File: src/rtl/bfm_pkg.sv
package bfm_pkg;
    typedef enum logic [1:0] {
        ST_ARMED   = 2'd0,
        ST_SUSPECT = 2'd1,
        ST_LOCKOUT = 2'd2
    } ocp_state_e;
endpackage

File: src/rtl/bfm_oc_blanker.sv
module bfm_oc_blanker #(
    parameter int NSW       = 4,
    parameter int BLANK_CYC = 150
) (
    input  logic           clk,
    input  logic           rst_n,
    input  logic [NSW-1:0] sw_on,
    input  logic [NSW-1:0] oc_cmp,
    output logic           hit_o
);
    localparam int BW = $clog2(BLANK_CYC + 1);

    logic [NSW-1:0] qual;

    for (genvar i = 0; i < NSW; i++) begin : g_sw
        logic          sw_q;
        logic [BW-1:0] bcnt;
        logic          rise;
        logic          blanked;

        assign rise    = sw_on[i] & ~sw_q;
        assign blanked = rise | (bcnt != '0);
        assign qual[i] = sw_on[i] & oc_cmp[i] & ~blanked;

        always_ff @(posedge clk or negedge rst_n) begin
            if (!rst_n) begin
                sw_q <= 1'b0;
                bcnt <= '0;
            end else begin
                sw_q <= sw_on[i];
                if (rise)
                    bcnt <= BW'(BLANK_CYC - 1);
                else if (bcnt != '0)
                    bcnt <= bcnt - 1'b1;
            end
        end

        // the turn-on sample itself is always masked
        p_turnon_masked_r2: assert property (@(posedge clk) disable iff (!rst_n)
            $rose(sw_on[i]) |-> !qual[i]);
    end

    assign hit_o = |qual;

    // a switch that is off never contributes a hit
    p_off_ignored_r2: assert property (@(posedge clk) disable iff (!rst_n)
        ((sw_on & oc_cmp) == '0) |-> !hit_o);
endmodule

File: src/rtl/bfm_ocp_lockout.sv
module bfm_ocp_lockout
    import bfm_pkg::*;
#(
    parameter int PROT_CYC = 60000
) (
    input  logic clk,
    input  logic rst_n,
    input  logic hit_i,
    output logic lock_o
);
    localparam int PW = $clog2(PROT_CYC + 1);

    ocp_state_e    state, nxt;
    logic [PW-1:0] pcnt;

    always_comb begin
        nxt = state;
        unique case (state)
            ST_ARMED:   if (hit_i) nxt = ST_SUSPECT;
            ST_SUSPECT: nxt = hit_i ? ST_LOCKOUT : ST_ARMED;
            ST_LOCKOUT: if (pcnt == '0) nxt = ST_ARMED;
            default:    nxt = ST_ARMED;
        endcase
    end

    always_ff @(posedge clk or negedge rst_n) begin
        if (!rst_n) state <= ST_ARMED;
        else        state <= nxt;
    end

    always_ff @(posedge clk or negedge rst_n) begin
        if (!rst_n)
            pcnt <= '0;
        else if (state != ST_LOCKOUT && nxt == ST_LOCKOUT)
            pcnt <= PW'(PROT_CYC - 1);
        else if (state == ST_LOCKOUT && pcnt != '0)
            pcnt <= pcnt - 1'b1;
    end

    always_comb lock_o = (state == ST_LOCKOUT);

    // Checker: independent run-length of the current lockout
    logic [PW-1:0] lock_len;
    always_ff @(posedge clk or negedge rst_n) begin
        if (!rst_n)      lock_len <= '0;
        else if (lock_o) lock_len <= lock_len + 1'b1;
        else             lock_len <= '0;
    end

    // lockout begins only after two consecutive hits
    p_two_hits_r3: assert property (@(posedge clk) disable iff (!rst_n)
        $rose(lock_o) |-> ($past(hit_i) && $past(hit_i, 2)));
    // lockout never outlasts the period
    p_lock_bounded_r4: assert property (@(posedge clk) disable iff (!rst_n)
        lock_o |-> (lock_len < PW'(PROT_CYC)));
    // lockout always ends once the period is used up
    p_lock_release_r4: assert property (@(posedge clk) disable iff (!rst_n)
        (lock_o && lock_len == PW'(PROT_CYC - 1)) |=> !lock_o);
endmodule

File: src/rtl/bfm_temp_hyst.sv
module bfm_temp_hyst #(
    parameter int TEMP_W  = 8,
    parameter int SET_LVL = 160,
    parameter int CLR_LVL = 145
) (
    input  logic              clk,
    input  logic              rst_n,
    input  logic [TEMP_W-1:0] temp,
    output logic              flag_o
);
    localparam logic [TEMP_W-1:0] ON_T  = TEMP_W'(SET_LVL);
    localparam logic [TEMP_W-1:0] OFF_T = TEMP_W'(CLR_LVL);

    always_ff @(posedge clk or negedge rst_n) begin
        if (!rst_n)             flag_o <= 1'b0;
        else if (temp >= ON_T)  flag_o <= 1'b1;
        else if (temp <= OFF_T) flag_o <= 1'b0;
    end
endmodule

File: src/rtl/bridge_fault_mgr.sv
module bridge_fault_mgr #(
    parameter int NSW       = 4,
    parameter int TEMP_W    = 8,
    parameter int TW_SET    = 160,
    parameter int TSD_SET   = 175,
    parameter int T_HYST    = 15,
    parameter int BLANK_CYC = 150,
    parameter int PROT_CYC  = 60000
) (
    input  logic              clk,
    input  logic              rst_n,
    input  logic [NSW-1:0]    sw_on,
    input  logic [NSW-1:0]    oc_cmp,
    input  logic              uv_flag,
    input  logic [TEMP_W-1:0] temp_code,
    output logic              bridge_dis,
    output logic              fault_n
);
    localparam logic [TEMP_W-1:0] TW_ON  = TEMP_W'(TW_SET);
    localparam logic [TEMP_W-1:0] TSD_ON = TEMP_W'(TSD_SET);

    logic oc_hit, oc_lock, warn, shut, uv_q;

    bfm_oc_blanker #(.NSW(NSW), .BLANK_CYC(BLANK_CYC)) u_blank (
        .clk(clk), .rst_n(rst_n), .sw_on(sw_on), .oc_cmp(oc_cmp), .hit_o(oc_hit)
    );

    bfm_ocp_lockout #(.PROT_CYC(PROT_CYC)) u_lock (
        .clk(clk), .rst_n(rst_n), .hit_i(oc_hit), .lock_o(oc_lock)
    );

    bfm_temp_hyst #(.TEMP_W(TEMP_W), .SET_LVL(TW_SET), .CLR_LVL(TW_SET - T_HYST)) u_warn (
        .clk(clk), .rst_n(rst_n), .temp(temp_code), .flag_o(warn)
    );

    bfm_temp_hyst #(.TEMP_W(TEMP_W), .SET_LVL(TSD_SET), .CLR_LVL(TSD_SET - T_HYST)) u_shut (
        .clk(clk), .rst_n(rst_n), .temp(temp_code), .flag_o(shut)
    );

    always_ff @(posedge clk or negedge rst_n) begin
        if (!rst_n) uv_q <= 1'b0;
        else        uv_q <= uv_flag;
    end

    always_comb begin
        bridge_dis = oc_lock | shut | uv_q;
        fault_n    = ~(oc_lock | shut | warn | uv_q);
    end

    // a hot sample reports a fault in the next cycle
    p_warn_reports_r6: assert property (@(posedge clk) disable iff (!rst_n)
        (temp_code >= TW_ON) |=> !fault_n);
    // a shutdown-level sample disables the bridge in the next cycle
    p_shut_disables_r7: assert property (@(posedge clk) disable iff (!rst_n)
        (temp_code >= TSD_ON) |=> bridge_dis);
    // undervoltage disables and reports in the next cycle
    p_uv_locks_r8: assert property (@(posedge clk) disable iff (!rst_n)
        uv_flag |=> (bridge_dis && !fault_n));
    // a disabled bridge always reports
    p_dis_reports_r9: assert property (@(posedge clk) disable iff (!rst_n)
        bridge_dis |-> !fault_n);
endmodule

File: config.mk
export PLATFORM = sky130hd
export DESIGN_NAME = bridge_fault_mgr
export DESIGN_NICKNAME = d
export VERILOG_FILES = /design/src/rtl/bfm_pkg.sv /design/src/rtl/bfm_oc_blanker.sv /design/src/rtl/bfm_ocp_lockout.sv /design/src/rtl/bfm_temp_hyst.sv /design/src/rtl/bridge_fault_mgr.sv
export SDC_FILE = /design/constraint.sdc
export NUM_CORES = 1
export LEC_CHECK = 0
export BUFFER_PORTS_ARGS = -buffer_cell sky130_fd_sc_hd__buf_2
export CAP_MARGIN = 30
export CELL_PAD_IN_SITES_DETAIL_PLACEMENT = 1
export CELL_PAD_IN_SITES_GLOBAL_PLACEMENT = 1
export CORE_MARGIN = 3
export CORE_UTILIZATION = 33
export CTS_CLUSTER_SIZE = 30
export DETAILED_ROUTE_END_ITERATION = 7
export MAX_ROUTING_LAYER = met4
export PLACE_DENSITY = 0.57
export RECOVER_POWER = 50
export SLEW_MARGIN = 0
export SYNTH_ARGS = -nofsm -noshare
export SYNTH_HDL_FRONTEND = slang
export SYNTH_SLANG_ARGS = --single-unit
File: constraint.sdc
create_clock -name clk -period 2.4 [get_ports clk]
set_clock_uncertainty 0.05 [all_clocks]
set_input_delay 0.12 -clock clk [delete_from_list [all_inputs] [get_ports clk]]
set_output_delay 0.12 -clock clk [all_outputs]
set_load 0.02 [all_outputs]
==> impl_metrics.tcl <==
set metrics [dict create \
    gp_congestion 0.7740 \
    coreArea_sq_um 8464 \
    yosysWarnings 0 \
    cts_root_buf "clkbuf_8" \
    vdd_drop_max_uv 342.9 \
    via_count 2255 \
    rr_startpoint "u_blank.g_sw[1].bcnt[3]" \
    overflow 0 \
    clockBufferDepth 2 \
    tns_ns 0 \
    clk_pin_slew_worst_paths_ns 0.06 \
    drt_iter0_drc 65 \
    die_h_um 100.6 \
    dp_slack_ns 0.3209 \
    drc 0 \
    startpoint "u_blank.g_sw[1].bcnt[3]" \
    cp-end-kind "flop" \
    setup_viol 0 \
    synth-edff-count 0 \
    synth.avg_cell_area_sq_um 9.976 \
    fmax_mhz 480.8 \
    htreeDepth 3 \
    reg2reg_slack_ns 0.32 \
    grt_max_degree 58 \
    worstHoldEndpoint "u_shut.flag_o" \
    reg2reg_depth 5 \
    required_ns 2.62 \
    antenna_found_initial 0 \
    start_util_pct 34.89 \
    worst_slew_pin_slew_ns 1.472 \
    crit_arrival_ns 2.30 \
    ys_types 48 \
    grt_pass1_wl_mm 11.23 \
    hold_class "in2reg" \
    boundaryPins 21 \
    grt_use_total_pct 14.58 \
    mostFrequentLayoutCells "dfrtp_1, nor2_1, nand2_1" \
    grt_pass1_vias 2408 \
    synthesis.area_sq_um 2953 \
    worst_hold_path.num_cells 3 \
    area.growth.synth_to_final_pct 18.81 \
    netlist_instances 296 \
    syn_nets 324 \
    slew_headroom_pct 1.852 \
    cts_sinks 57 \
    synth_area_leaders "dfrtp_1, nor2_1, xnor2_1" \
    cts_tree "built" \
    cts_resized 0 \
    fin_ws_ns 0.3202 \
    dr.pass1.iters 4 \
    ys.flop_type "dfrtp_1" \
    die_x_um 100.6 \
    rsz0062_at_grt "false" \
    die_area_sq_um 10120 \
    synth_top_cell_area_share_pct 48.31 \
    synth_seq_cells 57 \
    finalCritPeriodShare_pct 86.66 \
    r2r_end "u_lock.state[1]" \
    cts_buffers 9 \
    detail-route-antenna-nets 0 \
    status "complete, no violations" \
    clkLatencyLatePin_ns 0.34 \
    dp_hpwl_mm 4.612 \
    period_minus_slack_ns 2.080 \
    drive_above_1_share_pct 14.94 \
    cp-start-kind "flop" \
    n_antenna_cell 0 \
    viasPerCell 4.978 \
    hold_viol 0 \
    synth-seq-area-share_pct 48.31 \
    crit_type "reg2reg" \
    async_flop_share_pct 100.0 \
    wl_per_cell_um 14.27 \
    drv_cap 0 \
    nets 371 \
    path_max_fanout 11 \
    drt_wl_total_mm 6.466 \
    portBuffers 20 \
    leakagePower_nw 1.473 \
    rows 33 \
    maxSlewViolCount 0 \
    cellPowerDensity_nw_per_um2 783.8 \
    yosys.area.top_type "dfrtp_1" \
    mostFrequentLayoutCell "dfrtp_1" \
    hold_start "temp_code[5]" \
]
## synth_stat cells, types with 3 or more instances
| cell type | count |
|---|---|
| nand2_1 | 29 |
| nor3b_1 | 4 |
| nand4b_1 | 3 |
| inv_1 | 14 |
| xnor2_1 | 14 |
| a21oi_1 | 15 |
| a211o_1 | 3 |
| nand2b_1 | 6 |
| nor2_1 | 36 |
| ha_1 | 9 |
| or3_1 | 3 |
| nor2b_1 | 9 |
| nand3b_1 | 3 |
| o21ai_0 | 3 |
| a211oi_1 | 4 |
| and3_1 | 5 |
| nand3_1 | 15 |
| xor2_1 | 14 |
| nor3_1 | 12 |
| dfrtp_1 | 57 |
## timing repair
action / 4_1_cts / 5_1_grt
buffers inserted: 0 / 0
endpoints found under the hold margin: 64 / 0
hold buffers: 9 / 0
## per-layer routing
metal,up-vias,wire [um],GRT usage [%]
met5,-,0,-
met4,0,146,7.565
met3,13,162,3.253
met2,26,3072,22.84
met1,1093,3084,17.56
li1,1123,-,-
## worst max-delay path by stage
stage                                    to  slack [ns]
floorplan           u_blank.g_sw[3].bcnt[7]        0.49
global placement            u_lock.state[1]        0.36
detailed placement          u_lock.state[1]        0.32
CTS                         u_lock.state[1]        0.30
global route                u_lock.state[1]        0.18
finish                      u_lock.state[1]        0.32
## where the power goes
group / total (mW) / internal (mW) / switching, mW
Clock: 0.888 / 0.506 / 0.382
Combinational: 0.549 / 0.275 / 0.274
Sequential: 1.31 / 1.13 / 0.183
Total: 2.75 / 1.91 / 0.839
## flip-flops by register name (all words and copies together), names as in the netlist
name and count:
u_warn.flag_o 1, u_blank.g_sw.bcnt 32, uv_q 1, u_lock.pcnt 16, u_blank.g_sw.sw_q 4, u_lock.state 2
u_shut.flag_o 1
## logic make-up after synthesis
logic type | count (synthesis) | share of synthesized area (%)
fa+ha+maj | 9 | 3.814
compound gates | 39 | 9.026
flops | 57 | 48.31
mux | 1 | 0.3390
buf+inv | 16 | 2.288
simple gates | 146 | 27.92
xor+xnor | 28 | 8.305
## final cells by class
| cell class | instances | area (sq um) |
|---|---|---|
| fillers | 956 | 4956 |
| multi-input cells | 223 | 1459 |
| flip-flops and latches | 57 | 1426 |
| repair buffers | 38 | 250.2 |
| clock buffers | 13 | 148.9 |
| well taps | 105 | 131.4 |
| inverters | 14 | 52.55 |
| clock inverters | 3 | 40.04 |
## worst max-delay path, stage by stage (launching register included)
cell and delay, ns:
dfrtp_1 0.42, nor4_4 0.39, nand3_4 0.19, o2111a_2 0.33
or3b_4 0.46, or2b_1 0.18
## per-stage QoR
step	hold WS (ns)	total power, mW	instance area, sq um	util, %	cells
after floorplan	-0.2256	1.681	2953	-	296
after global placement	0.1794	1.857	3237	38.24	428
after detailed placement	0.1807	1.880	3237	38.24	428
after CTS	0.003570	2.807	3516	41.54	453
after global routing	0.01011	2.960	3508	41.45	453
final	0.02916	2.750	3508	41.45	453
Power figures use the tool's default switching activity.
